==> src/rtl/trap_alu_pkg.sv <==
package trap_alu_pkg;

    localparam int OP_W = 4;

    typedef enum logic [OP_W-1:0] {
        OP_VADD = 4'd0,
        OP_VSUB = 4'd1,
        OP_SADD = 4'd2,
        OP_SSUB = 4'd3,
        OP_UADD = 4'd4,
        OP_USUB = 4'd5,
        OP_LADD = 4'd6,
        OP_LSUB = 4'd7,
        OP_AND  = 4'd8,
        OP_OR   = 4'd9,
        OP_XOR  = 4'd10,
        OP_BCHK = 4'd11
    } op_e;

    typedef enum logic [1:0] {K_NONE, K_ARITH, K_LOGIC, K_BOUND} kind_e;
    typedef enum logic [1:0] {CIN_ZERO, CIN_ONE, CIN_CY, CIN_NCY} cin_e;
    typedef enum logic [1:0] {CY_KEEP, CY_CLEAR, CY_COUT, CY_NCOUT} cy_e;
    typedef enum logic [1:0] {FN_AND, FN_OR, FN_XOR, FN_NONE} fn_e;
    typedef enum logic [1:0] {ST_IDLE, ST_DONE, ST_TRAP} state_e;

    typedef struct packed {
        kind_e kind;
        logic  sub;
        cin_e  cin;
        cy_e   cy;
        logic  chk_ovf;
        logic  chk_nan;
        fn_e   fn;
    } ctl_t;

endpackage

==> src/rtl/trap_alu_dec.sv <==
module trap_alu_dec
    import trap_alu_pkg::*;
(
    input  logic [OP_W-1:0] op,
    output ctl_t            ctl
);
    always_comb begin
        ctl = '{kind: K_NONE, sub: 1'b0, cin: CIN_ZERO, cy: CY_KEEP,
                chk_ovf: 1'b0, chk_nan: 1'b0, fn: FN_NONE};
        unique case (op)
            OP_VADD: ctl.kind = K_ARITH;
            OP_VSUB: begin
                ctl.kind = K_ARITH; ctl.sub = 1'b1; ctl.cin = CIN_ONE;
            end
            OP_SADD: begin
                ctl.kind = K_ARITH; ctl.cin = CIN_CY;
                ctl.cy = CY_CLEAR; ctl.chk_ovf = 1'b1;
            end
            OP_SSUB: begin
                ctl.kind = K_ARITH; ctl.sub = 1'b1; ctl.cin = CIN_NCY;
                ctl.cy = CY_CLEAR; ctl.chk_ovf = 1'b1;
            end
            OP_UADD: begin
                ctl.kind = K_ARITH; ctl.cin = CIN_CY; ctl.cy = CY_COUT;
            end
            OP_USUB: begin
                ctl.kind = K_ARITH; ctl.sub = 1'b1; ctl.cin = CIN_NCY;
                ctl.cy = CY_NCOUT;
            end
            OP_LADD: begin
                ctl.kind = K_ARITH; ctl.cy = CY_CLEAR;
                ctl.chk_ovf = 1'b1; ctl.chk_nan = 1'b1;
            end
            OP_LSUB: begin
                ctl.kind = K_ARITH; ctl.sub = 1'b1; ctl.cin = CIN_ONE;
                ctl.cy = CY_CLEAR; ctl.chk_ovf = 1'b1; ctl.chk_nan = 1'b1;
            end
            OP_AND: begin ctl.kind = K_LOGIC; ctl.fn = FN_AND; end
            OP_OR:  begin ctl.kind = K_LOGIC; ctl.fn = FN_OR;  end
            OP_XOR: begin ctl.kind = K_LOGIC; ctl.fn = FN_XOR; end
            OP_BCHK: begin
                ctl.kind = K_BOUND; ctl.sub = 1'b1; ctl.cin = CIN_ONE;
            end
            default: ctl.kind = K_NONE;
        endcase
    end
endmodule

==> src/rtl/trap_alu_addsub.sv <==
module trap_alu_addsub #(
    parameter int WIDTH = 32
) (
    input  logic [WIDTH-1:0] a,
    input  logic [WIDTH-1:0] b,
    input  logic             invert_b,
    input  logic             cin,
    output logic [WIDTH-1:0] sum,
    output logic             cout,
    output logic             ovf
);
    localparam int MSB = WIDTH - 1;

    logic [WIDTH-1:0] b_eff;
    logic [WIDTH:0]   wide;

    always_comb begin
        b_eff = invert_b ? ~b : b;
        wide  = {1'b0, a} + {1'b0, b_eff} + {{WIDTH{1'b0}}, cin};
        sum   = wide[WIDTH-1:0];
        cout  = wide[WIDTH];
        ovf   = (a[MSB] == b_eff[MSB]) && (sum[MSB] != a[MSB]);
    end
endmodule

==> src/rtl/trap_alu_tagchk.sv <==
module trap_alu_tagchk #(
    parameter int WIDTH = 32,
    parameter int WORDS = 3
) (
    input  logic [WORDS-1:0][WIDTH-1:0] words,
    output logic                        bad
);
    logic [WORDS-1:0] per_word;

    for (genvar i = 0; i < WORDS; i++) begin : g_word
        assign per_word[i] = words[i][WIDTH-1] ^ words[i][WIDTH-2];
    end

    assign bad = |per_word;
endmodule

==> src/rtl/trap_alu.sv <==
module trap_alu
    import trap_alu_pkg::*;
#(
    parameter int WIDTH = 32
) (
    input  logic             clk,
    input  logic             rst_n,
    input  logic             in_valid,
    input  logic [OP_W-1:0]  op,
    input  logic [WIDTH-1:0] a,
    input  logic [WIDTH-1:0] b,
    output logic [WIDTH-1:0] result,
    output logic             carry,
    output logic             trap_ovf,
    output logic             trap_nan,
    output logic             trap_bound
);
    localparam int MSB    = WIDTH - 1;
    localparam int N_TAGW = 3;

    ctl_t             ctl;
    logic             cin;
    logic [WIDTH-1:0] sum;
    logic             cout;
    logic             ovf;
    logic             tag_bad;
    logic [WIDTH-1:0] logic_res;
    logic [WIDTH-1:0] next_res;
    logic             next_cy;
    logic [2:0]       cause;
    logic             trap_any;

    state_e           state_q, state_d;
    logic [WIDTH-1:0] res_q;
    logic             cy_q;
    logic [2:0]       cause_q;

    trap_alu_dec u_dec (
        .op  (op),
        .ctl (ctl)
    );

    always_comb begin
        unique case (ctl.cin)
            CIN_ZERO: cin = 1'b0;
            CIN_ONE:  cin = 1'b1;
            CIN_CY:   cin = cy_q;
            CIN_NCY:  cin = ~cy_q;
        endcase
    end

    trap_alu_addsub #(.WIDTH(WIDTH)) u_add (
        .a        (a),
        .b        (b),
        .invert_b (ctl.sub),
        .cin      (cin),
        .sum      (sum),
        .cout     (cout),
        .ovf      (ovf)
    );

    trap_alu_tagchk #(.WIDTH(WIDTH), .WORDS(N_TAGW)) u_tag (
        .words ({a, b, sum}),
        .bad   (tag_bad)
    );

    always_comb begin
        unique case (ctl.fn)
            FN_AND:  logic_res = a & b;
            FN_OR:   logic_res = a | b;
            FN_XOR:  logic_res = a ^ b;
            FN_NONE: logic_res = res_q;
        endcase
    end

    always_comb begin
        unique case (ctl.kind)
            K_ARITH: next_res = sum;
            K_LOGIC: next_res = logic_res;
            K_BOUND: next_res = a;
            K_NONE:  next_res = res_q;
        endcase
        unique case (ctl.cy)
            CY_KEEP:  next_cy = cy_q;
            CY_CLEAR: next_cy = 1'b0;
            CY_COUT:  next_cy = cout;
            CY_NCOUT: next_cy = ~cout;
        endcase
        // cause bits: [0] overflow, [1] tag, [2] bounds
        cause[0] = ctl.chk_ovf & ovf;
        cause[1] = ctl.chk_nan & tag_bad;
        cause[2] = (ctl.kind == K_BOUND) & (a[MSB] | ~sum[MSB]);
        trap_any = |cause;
    end

    // next-state selection: GO_TRAP / GO_DONE / GO_IDLE
    always_comb begin
        if (in_valid && trap_any)  state_d = ST_TRAP;
        else if (in_valid)         state_d = ST_DONE;
        else                       state_d = ST_IDLE;
    end

    always_ff @(posedge clk) begin
        if (!rst_n) begin
            state_q <= ST_IDLE;
            res_q   <= '0;
            cy_q    <= 1'b0;
            cause_q <= '0;
        end else begin
            state_q <= state_d;
            if (state_d == ST_TRAP) begin
                cause_q <= cause;
            end
            if (state_d == ST_DONE) begin
                res_q <= next_res;
                cy_q  <= next_cy;
            end
        end
    end

    always_comb begin
        result     = res_q;
        carry      = cy_q;
        trap_ovf   = 1'b0;
        trap_nan   = 1'b0;
        trap_bound = 1'b0;
        unique case (state_q)
            ST_IDLE, ST_DONE: ;
            ST_TRAP: begin
                trap_ovf   = cause_q[0];
                trap_nan   = cause_q[1];
                trap_bound = cause_q[2];
            end
            default: ;
        endcase
    end
endmodule

==> config.mk <==
export PLATFORM = sky130hd
export DESIGN_NAME = trap_alu
export DESIGN_NICKNAME = d
export VERILOG_FILES = /design/src/rtl/trap_alu_pkg.sv /design/src/rtl/trap_alu_dec.sv /design/src/rtl/trap_alu_addsub.sv /design/src/rtl/trap_alu_tagchk.sv /design/src/rtl/trap_alu.sv
export SDC_FILE = /design/constraint.sdc
export NUM_CORES = 1
export LEC_CHECK = 0
export CORE_MARGIN = 4
export CORE_UTILIZATION = 60
export CTS_CLUSTER_SIZE = 8
export DETAILED_ROUTE_END_ITERATION = 10
export DONT_BUFFER_PORTS = 1
export GPL_TIMING_DRIVEN = 0
export PLACE_DENSITY = 0.76
export SLEW_MARGIN = 0
export SYNTH_ARGS = -nofsm -noshare
export SYNTH_HDL_FRONTEND = slang
export SYNTH_SLANG_ARGS = --single-unit
export TNS_END_PERCENT = 30
==> constraint.sdc <==
create_clock -name clk -period 6.1 [get_ports clk]
set_clock_uncertainty 0.05 [all_clocks]
set_input_delay 0.915 -clock clk [delete_from_list [all_inputs] [get_ports clk]]
set_output_delay 0.915 -clock clk [all_outputs]
set_load 0.05 [all_outputs]
* Word level (Yosys, flattened, before mapping)
Index checks and enable logic that the tools add are counted.
** Operators by class
- Add/subtract/negate cells :: 2
- Eq/ne operators :: 29
- Multiplexer cells :: 17
- Bitwise operators :: 16
- Reductions and logical operators :: 19
** Operator list (count)
- $pmux W32 S3 :: 2
- $add A32 B32 Y33 :: 1
- $add A33 B1 Y33 :: 1
- $and A32 B32 Y32 :: 1
- $mux W32 :: 1
- $not A32 Y32 :: 1
- $or A32 B32 Y32 :: 1
- $xor A32 B32 Y32 :: 1
- $pmux W2 S3 :: 4
- $eq A2 B2 Y1 const B :: 10
- $eq A4 B3 Y1 const B :: 4
- $eq A4 B4 Y1 const B :: 4
- $reduce_or A3 Y1 :: 4
- $eq A2 B1 Y1 const B :: 5
- $eq A4 B2 Y1 const B :: 2
- $logic_not A2 Y1 :: 4
- $reduce_or A8 Y1 :: 1
- $mux W1 :: 7
- $reduce_or A2 Y1 :: 3
- $not A1 Y1 :: 5
- $reduce_or A5 Y1 :: 1
- $eq A4 B1 Y1 const B :: 1
- $logic_not A4 Y1 :: 1
- $pmux W1 S4 :: 1
- other kinds (12) :: 17
** Word-level totals
- Flip-flop bits (word level) :: 38
- Input port bits :: 71
- Output and inout port bits :: 36

* Logic depth before layout (Yosys ltp)
Gate-level depths: netlist (run 1).
- Depth in word-level cells :: 14
- Gate-level depth with buffers :: 23
- Depth with buffers taken out :: 18

* By module
From an unflattened synthesis (run 1), not the netlist that was laid out.
** Second synthesis, totals
- Cell total of the unflattened synthesis :: 758
- Area, all modules :: 5943.2 µm²
** Modules (own cells, without submodules)
- trap_alu :: instances 1, cells each 464, area an instance 3798.6 µm², seq. area each 760.7 µm²
- trap_alu_addsub :: instances 1, cells each 274, area an instance 2006.9 µm², seq. area each 0.0 µm²
- trap_alu_dec :: instances 1, cells each 16, area an instance 106.4 µm², seq. area each 0.0 µm²
- trap_alu_tagchk :: instances 1, cells each 4, area an instance 31.3 µm², seq. area each 0.0 µm²

* Least setup slack after synthesis (run 1)
OpenSTA, ideal clock, no wires.
- Kind :: input to register
- Start point :: in op[1]
- End point :: reg res_q[10] (netlist: result[10])
- Library setup time :: 0.081 ns
- Arrival time :: 5.486 ns
- Required time :: 5.969 ns
- Path slack :: 0.483 ns
- Stages :: 22
- Buffers on the path :: 4
- Cell sequence :: clkbuf_1 -> inv_1 -> o21ai_0 -> nand2_1 -> buf_1 -> xnor2_1 -> ha_1 -> and3_1 -> and2_1 -> a221o_1 -> a221o_1 -> a21oi_1 -> xnor2_1 -> ha_1 -> or4_1 -> o31a_1 -> nand2_1 -> a21o_1 -> buf_1 -> nor2_8 -> buf_6 -> a211oi_2
** On the way
- Word-level cells in the longest chain between the ends :: 14
- Elaborated cells between the ends (all ways) :: 61
** RTL lines
- start: declaration :: line trap_alu.sv:9 : input logic [OP_W-1:0] op,
- $eq A4 B1 Y1, or another cell as far along :: line trap_alu_dec.sv:10 : unique case (op)
- $reduce_or A5 Y1 (no source line), or another cell as far along
- $mux W1 or $pmux W2 S3 (tied branches) :: line trap_alu_dec.sv:10
- $mux W32, or another cell as far along :: line trap_alu_addsub.sv:18 : b_eff = invert_b ? ~b : b;
- $add A32 B32 Y33 or $pmux W1 S4 (tied branches) :: line trap_alu_addsub.sv:19, trap_alu.sv:44
- $add A33 B1 Y33 :: line trap_alu_addsub.sv:19 : wide = {1'b0, a} + {1'b0, b_eff} + {{WIDTH{1'b0}}, cin};
- $xor A1 B1 Y1, or another cell as far along :: line trap_alu_tagchk.sv:11 : assign per_word[i] = words[i][WIDTH-1] ^ words[i][WIDTH-2];
- $reduce_or A3 Y1, or another cell as far along :: line trap_alu_tagchk.sv:14 : assign bad = |per_word;
- $and A1 B1 Y1, on equally long branches :: line trap_alu.sv:91, trap_alu.sv:90, trap_alu.sv:92
- $reduce_or A3 Y1 :: line trap_alu.sv:93 : trap_any = |cause;
- $logic_and A1 B1 Y1 :: line trap_alu.sv:98 : if (in_valid && trap_any) state_d = ST_TRAP;
- $mux W2 :: line trap_alu.sv:98
- $eq A2 B1 Y1 :: line trap_alu.sv:114 : if (state_d == ST_DONE) begin
- $reduce_and A3 Y1 (no source line)
- end signal: assignment :: line trap_alu.sv:115 : res_q <= next_res;
- end: declaration :: line trap_alu.sv:34 : logic [WIDTH-1:0] res_q;
Several ways; a longest one is shown, not always the timed one.
A chain may end at the register's enable or synchronous reset.

* Worst setup path after layout (run 1)
- Start point :: in op[3]
- End point :: reg res_q[28] (netlist: result[28])
The elaborated chain is that of the path after synthesis.

==> summary.json, run 1 <==
{
  "yosys": {
    "ys_async_sr_fraction": 0,
    "avgSynthCellArea_um2": 7.22,
    "synth.net_count": 994,
    "synth-seq-cells": 38,
    "synthesis.area_um2": 5930,
    "netlist-cell-type-count": 54,
    "synth_enable_flop_cells": 0,
    "synthesis.instances": 822,
    "synth-seq-area-share": 0.128,
    "synth_ff_type": "dfxtp_1",
    "yosys_warnings": 0
  },
  "place": {
    "numPortBuffers": 0,
    "hpwlAfterDp_um": 14300,
    "place_area_um2": 6100,
    "gp_routability_congestion": 1.00,
    "dpl.cell_count": 955
  },
  "route": {
    "via_count_normalized_by_instance_count": 6.23,
    "drt_drc_violations_left": 0,
    "route.detailed.wl_per_inst_um": 19.0,
    "via_count": 5995,
    "drt_iter0_markers": 485,
    "routed_wirelength_um": 18300,
    "ant_nets": 0,
    "detail_route.first_pass.iterations": 6
  },
  "setup_path": {
    "crit_path_category": "in2reg",
    "timing.rr.end": "result[28]",
    "timing.critical_path.arrival_ns": 6.04,
    "worst-path-stages": 18,
    "r2r_cells": 16,
    "critical_path.endpoint": "result[28]",
    "regToRegStartpoint": "carry",
    "crit_required_ns": 6.27,
    "worst_setup_end_kind": "register",
    "reg2reg_slack_ns": 0.93,
    "crit_path_top_delay_cell": "fa_1",
    "worstSetupStartpoint": "op[3]",
    "timing.critical_path.slowest_cell_delay_ns": 0.49,
    "cp-start-kind": "input pin",
    "critical_path_peak_fanout": 10,
    "critical_path.top_delay_family": "compound AO/OA/AOI/OAI gates",
    "worstPathBufferInverterCount": 3,
    "critical_path.cell_chain": "clkbuf_1, o21ai_0, nand2_1, buf_2, xnor2_1, fa_1, fa_1, a21o_1, a221oi_2, nor4_1, a211o_1, a211o_1, a31oi_2, xnor3_1, o211ai_4, buf_4, nand3_1, o22ai_1"
  },
  "clocking": {
    "cts_tree": "done",
    "postCtsSetupRepairBufs": 0,
    "cts_hold_buffers": 0,
    "clk_root_buffer_cell": "clkbuf_8",
    "worst_skew_pair.late_latency_ns": 0.29,
    "clk_pin_slew_ns": 0.08,
    "clock_sink_count": 38,
    "cts_max_path_buffers": 2,
    "numCtsBuffers": 5,
    "h-tree-depth": 2
  },
  "global_routing": {
    "first_global_vias": 5695,
    "grt_antenna_before_repair": 0,
    "grt_pass1_wl_um": 28600,
    "grt_max_degree": 13,
    "globalRouteTotalUtil": 0.312,
    "global_route.overflow_total": 0
  },
  "sta": {
    "setup_viol": 0,
    "finalCritPeriodShare": 0.962,
    "max_clock_freq_mhz": 170,
    "timing_max_transition_violations_final": 0,
    "final.min_clock_period_ns": 5.87,
    "report.final.hold_viol_count": 0,
    "worst_case_headroom_to_the_max_slew_limit": 0.492,
    "rsz_0062_raised_after_global_routing": "false",
    "worstMarginPinSlew_ns": 0.761
  },
  "pwr": {
    "power_per_cell_area_nw_per_um2": 195,
    "p_leak_nw": 2.74,
    "worst_ir_drop_on_vdd_mv": 0.156
  },
  "die": {
    "die_area_um2": 11500,
    "io-pin-count": 107,
    "fp.dieW_um": 107,
    "std_cell_rows": 36,
    "fp.coreArea_um2": 9680,
    "die-height_um": 107,
    "initial_core_util": 0.613
  },
  "final_layout": {
    "design_area_um2": 6220,
    "final_net_count": 1000,
    "final_layout_size_suffix_gt1_frac": 0.0495,
    "final-instance-count-excl-fill": 962,
    "fillerInstances": 887,
    "antennaDiodeCount": 0,
    "signed_area_change_from_the_synthesized_netlist_to_the_final_layout_pct": 4.81
  },
  "worst_hold_path": {
    "worstHoldPathType": "reg2reg"
  },
  "outcome": {
    "status": "finished clean"
  },
  "run": {
    "drv.max_cap_violation_count": 0
  }
}
area by class of cell:
type | instances | area, um^2 | area share
Multi-Input combinational cell | 644 | 4630 | 0.744
Sequential cell | 38 | 761 | 0.122
Inverter | 88 | 330 | 0.0531
Buffer | 51 | 224 | 0.0360
Tap cell | 133 | 166 | 0.0268
Clock buffer | 5 | 68.8 | 0.0111
Clock inverter | 3 | 40.0 | 0.00644
kinds of logic after synthesis:
group / Yosys count / share of synthesized area
fa+ha+maj: 101 / 0.215
flops: 38 / 0.128
buf+inv: 140 / 0.0926
compound gates: 277 / 0.299
simple gates: 192 / 0.151
xor+xnor: 66 / 0.0997
mux: 8 / 0.0135
report_power, final:
group          total, W  leakage (nW)  switching [W]  internal [W]
Clock          0.000217        0.0579      0.0000963      0.000120
Combinational  0.000616          2.37       0.000369      0.000247
Sequential     0.000379         0.311       0.000105      0.000274
Total           0.00121          2.74       0.000570      0.000642
placed cells by master (no fill, tap or decap), types with 5 or more instances in the layout:
master,n
a21oi_1,108
ha_1,99
nand2_1,98
inv_1,87
xnor2_1,51
o21ai_0,50
dfxtp_1,38
clkbuf_1,32
o211ai_1,28
nand2b_1,23
nor2_1,21
a211oi_1,18
a21o_1,17
a22oi_1,15
xor2_1,14
nand3_1,13
a211oi_2,10
mux2i_1,8
nand4_1,7
nor3_1,7
and2_1,7
clkbuf_2,6
buf_2,5
buf_1,5
clkbuf_8,5
worst min path at each step:
stage / startpoint / to / slack, ns / depth (start not counted)
finish: cause_q[2] / cause_q[2] / 0.43 / 2
global route: cause_q[0] / cause_q[0] / 0.44 / 2
CTS: cause_q[0] / cause_q[0] / 0.43 / 2
detailed placement: cause_q[0] / cause_q[0] / 0.41 / 2
global placement: cause_q[2] / cause_q[2] / 0.39 / 2
floorplan: cause_q[2] / cause_q[2] / 0.38 / 2
sequential cells by signal, summed over array words and instances (netlist names):
signal	cells
state_q	2
cause_q	3
carry	1
result	32
metal layers:
layer  GRT usage  vias up  wire, um
met2       0.511      342      8150
met1       0.388     2718      7330
li1            -     2866         -
met5           0        -         0
met3      0.0792       69      1990
met4       0.133        0       838
synthesized netlist by cell type, drive strengths merged, types with 22 or more instances:
cell type	count	area [um^2]
a211oi	28	260
a21oi	109	546
clkbuf	37	140
dfxtp	38	761
ha	99	1240
inv	87	327
nand2	99	374
nand2b	23	144
nor2	22	98.9
o211ai	29	231
o21ai	52	260
xnor2	51	447
repair_timing:
action	CTS	global route
cloned	0	0
resized for setup	5	7
setup endpoints to repair	33	33
worst reg2reg max path: cells and delay by family (launching register included):
kind | cells | cell delay, ns
AOI/OAI and AO/OA | 8 | 2.24
xor gates and xnor gates | 2 | 0.55
adders and majority gates | 2 | 0.95
buffers and inverters | 1 | 0.23
DFF | 1 | 0.70
and+or+nand+nor | 3 | 0.39
through the flow:
step	setup slack (ns)	hold slack, ns	TNS [ns]	utilization	power (W)
3_5_place_dp	-0.590	0.412	-15.78	0.630	0.000982
3_3_place_gp	-0.594	0.390	-15.35	0.630	0.000967
5_1_grt	0.0760	0.445	0	0.642	0.00129
4_1_cts	0.0228	0.427	0	0.642	0.00120
6_report	0.233	0.427	0	0.642	0.00121
2_1_floorplan	0.483	0.381	0	-	0.000845
No activity file was read; power rests on OpenSTA's default activity.
==> run 2: changes to the inputs <==
- PLACE_DENSITY: 0.76 -> 0.84
==> run 2 against run 1 <==
Register-to-register slack gained 0.11 ns. Global-route usage down 1.7 points. Count of clock-buffer cells in the layout did not move. Flip-flop and latch count unchanged. Via count fell by 3.0%. Worst setup slack gained 0.13 ns. Critical path depth rose by 2. Sequential share of layout area about the same. Wire length decreased by 5.2%. Worst hold slack got worse by 0.012 ns. Sequential power hardly changed. Non-clock buffer count stayed put. Critical endpoint is now result[10]. Largest cell class unchanged.
==> summary.json, run 2 (same netlist as run 1, synthesis figures left out) <==
{
  "die": {
    "std_cell_rows": 36,
    "initial_core_util": 0.613,
    "die_area_um2": 11500,
    "fp.dieW_um": 107,
    "io-pin-count": 107,
    "die-height_um": 107,
    "fp.coreArea_um2": 9680
  },
  "route": {
    "routed_wirelength_um": 17400,
    "drt_iter0_markers": 606,
    "drt_drc_violations_left": 0,
    "via_count_normalized_by_instance_count": 6.04,
    "ant_nets": 0,
    "route.detailed.wl_per_inst_um": 18.0,
    "via_count": 5814,
    "detail_route.first_pass.iterations": 5
  },
  "sta": {
    "timing_max_transition_violations_final": 0,
    "finalCritPeriodShare": 0.940,
    "final.min_clock_period_ns": 5.73,
    "worstMarginPinSlew_ns": 0.757,
    "report.final.hold_viol_count": 0,
    "worst_case_headroom_to_the_max_slew_limit": 0.496,
    "max_clock_freq_mhz": 174,
    "setup_viol": 0
  },
  "setup_path": {
    "worst_setup_end_kind": "register",
    "critical_path.cell_chain": "clkbuf_2, nand2_1, clkbuf_2, clkbuf_2, o22ai_1, fa_1, a211oi_1, nor3_1, o21bai_1, a21oi_1, a21oi_1, xnor2_1, ha_1, or4_1, o31a_1, nand2_1, a21oi_2, buf_1, a21oi_1, a211oi_2",
    "critical_path_peak_fanout": 10,
    "timing.critical_path.slowest_cell_delay_ns": 0.49,
    "critical_path.top_delay_family": "compound AO/OA/AOI/OAI gates",
    "crit_path_category": "in2reg",
    "crit_path_top_delay_cell": "fa_1",
    "worstPathBufferInverterCount": 4,
    "crit_required_ns": 6.21,
    "cp-start-kind": "input pin",
    "timing.critical_path.arrival_ns": 5.84
  },
  "clocking": {
    "cts_tree": "done",
    "h-tree-depth": 2,
    "cts_max_path_buffers": 2,
    "numCtsBuffers": 5,
    "clk_pin_slew_ns": 0.08,
    "worst_skew_pair.late_latency_ns": 0.30,
    "clk_root_buffer_cell": "clkbuf_8",
    "clock_sink_count": 38
  },
  "global_routing": {
    "grt_pass1_wl_um": 27300,
    "grt_antenna_before_repair": 0,
    "global_route.overflow_total": 0,
    "globalRouteTotalUtil": 0.296,
    "grt_max_degree": 13,
    "first_global_vias": 5297
  },
  "place": {
    "numPortBuffers": 0,
    "gp_routability_congestion": 0.973,
    "dpl.cell_count": 955,
    "hpwlAfterDp_um": 13600
  },
  "outcome": {
    "status": "finished clean"
  },
  "final_layout": {
    "largest_reg_flops": 32,
    "final-instance-count-excl-fill": 962,
    "antennaDiodeCount": 0,
    "signed_area_change_from_the_synthesized_netlist_to_the_final_layout_pct": 4.83,
    "mostFrequentLayoutCell": "a21oi_1",
    "most-common-layout-cells": "a21oi_1 (108), ha_1 (99), nand2_1 (98), inv_1 (87), xnor2_1 (51)",
    "final_layout_size_suffix_gt1_frac": 0.0483,
    "final_net_count": 1000
  },
  "pwr": {
    "power_per_cell_area_nw_per_um2": 193,
    "fin_total_pwr_w": 0.00120,
    "p_leak_nw": 2.74,
    "worst_ir_drop_on_vdd_mv": 0.0997
  },
  "run": {
    "drv.max_cap_violation_count": 0
  },
  "worst_hold_path": {
    "worstHoldPathType": "reg2reg"
  }
}
-- run 2: cell count changes in the layout (fill, tap and decap cells not counted) --
| cell | previous run | this run |
|---|---|---|
| buf_2 | 5 | 3 |
| buf_1 | 5 | 6 |
| clkbuf_4 | 0 | 1 |
-- run 2: timing repair --
item / 4_1_cts / 5_1_grt
setup endpoints to repair: 25 / 34
hold buffers: 0 / 0
gates resized for setup: 2 / 10
pin swaps: 0 / 0
buffers inserted: 0 / 0
-- run 2: power by group --
part           total (W)  switching (W)  internal [W]
sequential      0.000378       0.000104      0.000274
combinational   0.000607       0.000361      0.000246
clock           0.000218      0.0000974      0.000120
total            0.00120       0.000563      0.000641
-- run 2: area by class of cell --
cell class | count | area, um^2
multi-input combinational | 644 | 4630
clock buffer | 5 | 68.8
tap | 133 | 166
clock inverter | 3 | 40.0
fill | 905 | 3460
inverter | 88 | 330
sequential | 38 | 761
buffer | 51 | 225
-- run 2: final timing paths --
kind,startpoint,to,slack [ns],cells after the start
max,op[1],result[10],0.37,20
min reg2reg,cause_q[2],cause_q[2],0.41,2
min,cause_q[2],cause_q[2],0.41,2
max reg2reg,carry,result[10],1.04,18
-- run 2: tightest hold or removal path: cells and delay by family, from the launching register on --
family,cells,cell delay [ns]
flip-flops,1,0.31
AO/OA/AOI/OAI,1,0.06
AND/OR/NAND/NOR,1,0.05
-- run 2: through the flow --
stage | utilization | TNS, ns | area [um^2] | setup WS, ns | hold slack, ns
after global placement | 0.630 | -11.73 | 6100 | -0.482 | 0.397
final | 0.642 | 0 | 6220 | 0.365 | 0.414
after floorplan | - | 0 | 5930 | 0.483 | 0.381
after CTS | 0.641 | 0 | 6210 | 0.0145 | 0.413
after detailed placement | 0.630 | -12.32 | 6100 | -0.495 | 0.402
after global routing | 0.642 | -0.00999 | 6220 | -0.00530 | 0.448
-- run 2: metal layers --
metal,track usage,part of all wire,vias up
li1,-,-,2864
met4,0.105,0.036,0
met2,0.482,0.45,259
met1,0.389,0.42,2629
met3,0.0564,0.091,62
met5,0,0,-
==> run 3: changes to the inputs <==
- PLACE_DENSITY: 0.84 -> 0.87
- clock period: 6.1 -> 5.1 ns (I/O delays scaled with it)
==> run 3 against run 2 <==
Register-to-register slack got worse by 0.68 ns. Non-clock buffer count increased by 13. Final area increased by 4.1%. Sequential share of layout area decreased by 0.48 points. First-iteration DRC count increased by 7.1%. Worst hold slack got worse by 0.0056 ns. Wire length increased by 3.2%. Critical endpoint is now result[21]. Largest cell class unchanged. Highest routed layer unchanged.
==> summary.json, run 3 (same netlist as run 1, synthesis figures left out) <==
{
  "die": {
    "fp.dieW_um": 107,
    "die-height_um": 107,
    "std_cell_rows": 36,
    "fp.coreArea_um2": 9680,
    "io-pin-count": 107,
    "initial_core_util": 0.613,
    "die_area_um2": 11500
  },
  "global_routing": {
    "grt_pass1_wl_um": 27800,
    "grt_antenna_before_repair": 0,
    "grt_max_degree": 14,
    "first_global_vias": 5517,
    "global_route.overflow_total": 0,
    "globalRouteTotalUtil": 0.299
  },
  "clocking": {
    "clock_sink_count": 38,
    "h-tree-depth": 2,
    "cts_max_path_buffers": 2,
    "clk_root_buffer_cell": "clkbuf_8",
    "cts_tree": "done",
    "worst_skew_pair.late_latency_ns": 0.32,
    "numCtsBuffers": 5,
    "clk_pin_slew_ns": 0.08
  },
  "place": {
    "place_area_um2": 6110,
    "dpl.cell_count": 955,
    "hpwlAfterDp_um": 13500,
    "gp_routability_congestion": 0.961,
    "numPortBuffers": 0
  },
  "run": {
    "drv.max_cap_violation_count": 0
  },
  "setup_path": {
    "critical_path_peak_fanout": 8,
    "timing.rr.end": "result[21]",
    "reg2reg_slack_ns": 0.36,
    "r2r_cells": 16,
    "timing.critical_path.arrival_ns": 5.19,
    "critical_path.top_delay_family": "compound AO/OA/AOI/OAI gates",
    "worst_setup_end_kind": "register",
    "timing.critical_path.slowest_cell_delay_ns": 0.44,
    "crit_required_ns": 5.28,
    "worstSetupStartpoint": "op[1]",
    "crit_path_category": "in2reg",
    "cp-start-kind": "input pin",
    "crit_path_top_delay_cell": "fa_2",
    "critical_path.cell_chain": "clkbuf_4, inv_2, o21ai_2, nand2_4, buf_12, xnor2_1, fa_2, fa_2, a21o_1, a221oi_2, nor4_1, a211o_1, a211o_1, a31oi_4, xnor3_2, o211ai_4, buf_6, a21oi_1, a211oi_2",
    "regToRegStartpoint": "carry",
    "worstPathBufferInverterCount": 4
  },
  "sta": {
    "worst_case_headroom_to_the_max_slew_limit": 0.466,
    "setup_viol": 0,
    "final.min_clock_period_ns": 5.01,
    "report.final.hold_viol_count": 0,
    "finalCritPeriodShare": 0.982,
    "max_clock_freq_mhz": 200,
    "worstMarginPinSlew_ns": 0.802,
    "hold-worst-slack_ns": 0.409,
    "timing_max_transition_violations_final": 0
  },
  "pwr": {
    "power_per_cell_area_nw_per_um2": 231,
    "fin_total_pwr_w": 0.00150,
    "worst_ir_drop_on_vdd_mv": 0.122,
    "p_leak_nw": 2.84
  },
  "route": {
    "via_count": 6049,
    "ant_nets": 0,
    "drt_iter0_markers": 649,
    "drt_drc_violations_left": 0,
    "routed_wirelength_um": 17900,
    "route.detailed.wl_per_inst_um": 18.4,
    "detail_route.first_pass.iterations": 6,
    "via_count_normalized_by_instance_count": 6.20
  },
  "final_layout": {
    "largest_reg_flops": 32,
    "mostFrequentLayoutCell": "a21oi_1",
    "antennaDiodeCount": 0,
    "signed_area_change_from_the_synthesized_netlist_to_the_final_layout_pct": 9.09,
    "final-instance-count-excl-fill": 975,
    "most-common-layout-cells": "a21oi_1 (106), ha_1 (99), nand2_1 (96), inv_1 (86), xnor2_1 (50)",
    "final_net_count": 1013,
    "final_layout_size_suffix_gt1_frac": 0.0831,
    "design_area_um2": 6470
  },
  "outcome": {
    "status": "finished clean"
  },
  "worst_hold_path": {
    "min-delay-start": "cause_q[2]",
    "worstHoldPathType": "reg2reg",
    "worstHoldPathCells": 2,
    "timing.hold.worst_endpoint": "cause_q[2]"
  }
}
run 3: stage by stage:
stage / worst slack, ns / util / setup TNS [ns]
after floorplan: 0.00840 / - / 0
after global placement: -0.973 / 0.631 / -30.42
after detailed placement: -0.955 / 0.631 / -30.79
after CTS: 0.0400 / 0.652 / 0
after global routing: -0.0128 / 0.668 / -0.0525
final: 0.0897 / 0.668 / 0
run 3: worst max-delay path by stage:
| stage | to | cells past startpoint |
|---|---|---|
| after floorplan | result[10] | 19 |
| after global placement | result[22] | 20 |
| after detailed placement | result[22] | 20 |
| after CTS | result[22] | 21 |
| after global routing | result[19] | 22 |
| final | result[21] | 19 |
run 3: cell type report:
cell class / instances / area (um^2)
plain buffers: 52 / 283
clock buffers: 5 / 68.8
clock inverters: 3 / 45.0
multi-input cells: 644 / 4690
well taps: 133 / 166
repair buffers: 12 / 128
inverters: 88 / 330
flip-flops and latches: 38 / 761
fillers: 843 / 3210
run 3: power by group:
group	internal (W)	switching, W
combinational	0.000325	0.000446
sequential	0.000328	0.000125
clock	0.000146	0.000127
total	0.000799	0.000699
run 3: per-layer routing:
metal | up-vias | global-route usage | wire [um] | part of all wire
met1 | 2750 | 0.374 | 7090 | 0.40
met5 | - | 0 | 0 | 0
met4 | 0 | 0.107 | 705 | 0.039
met2 | 356 | 0.489 | 7990 | 0.45
li1 | 2886 | - | - | -
met3 | 57 | 0.0840 | 2130 | 0.12
run 3: what timing repair did:
item                                   CTS  global route
pin swaps                                4             9
endpoints found under the hold margin    0             0
gates cloned                             0             2
hold buffers                             0             0
setup endpoints to repair               38            38
buffers inserted                         3             7
resized for setup                       20            29
run 3: worst reg2reg max path, delay by kind of cell (launching register included):
family | cells | cell delay (ns)
and+or+nand+nor | 2 | 0.27
DFF | 1 | 0.69
buffers and inverters | 1 | 0.18
xor gates and xnor gates | 2 | 0.50
AOI/OAI and AO/OA | 9 | 2.18
adders and majority gates | 2 | 0.77
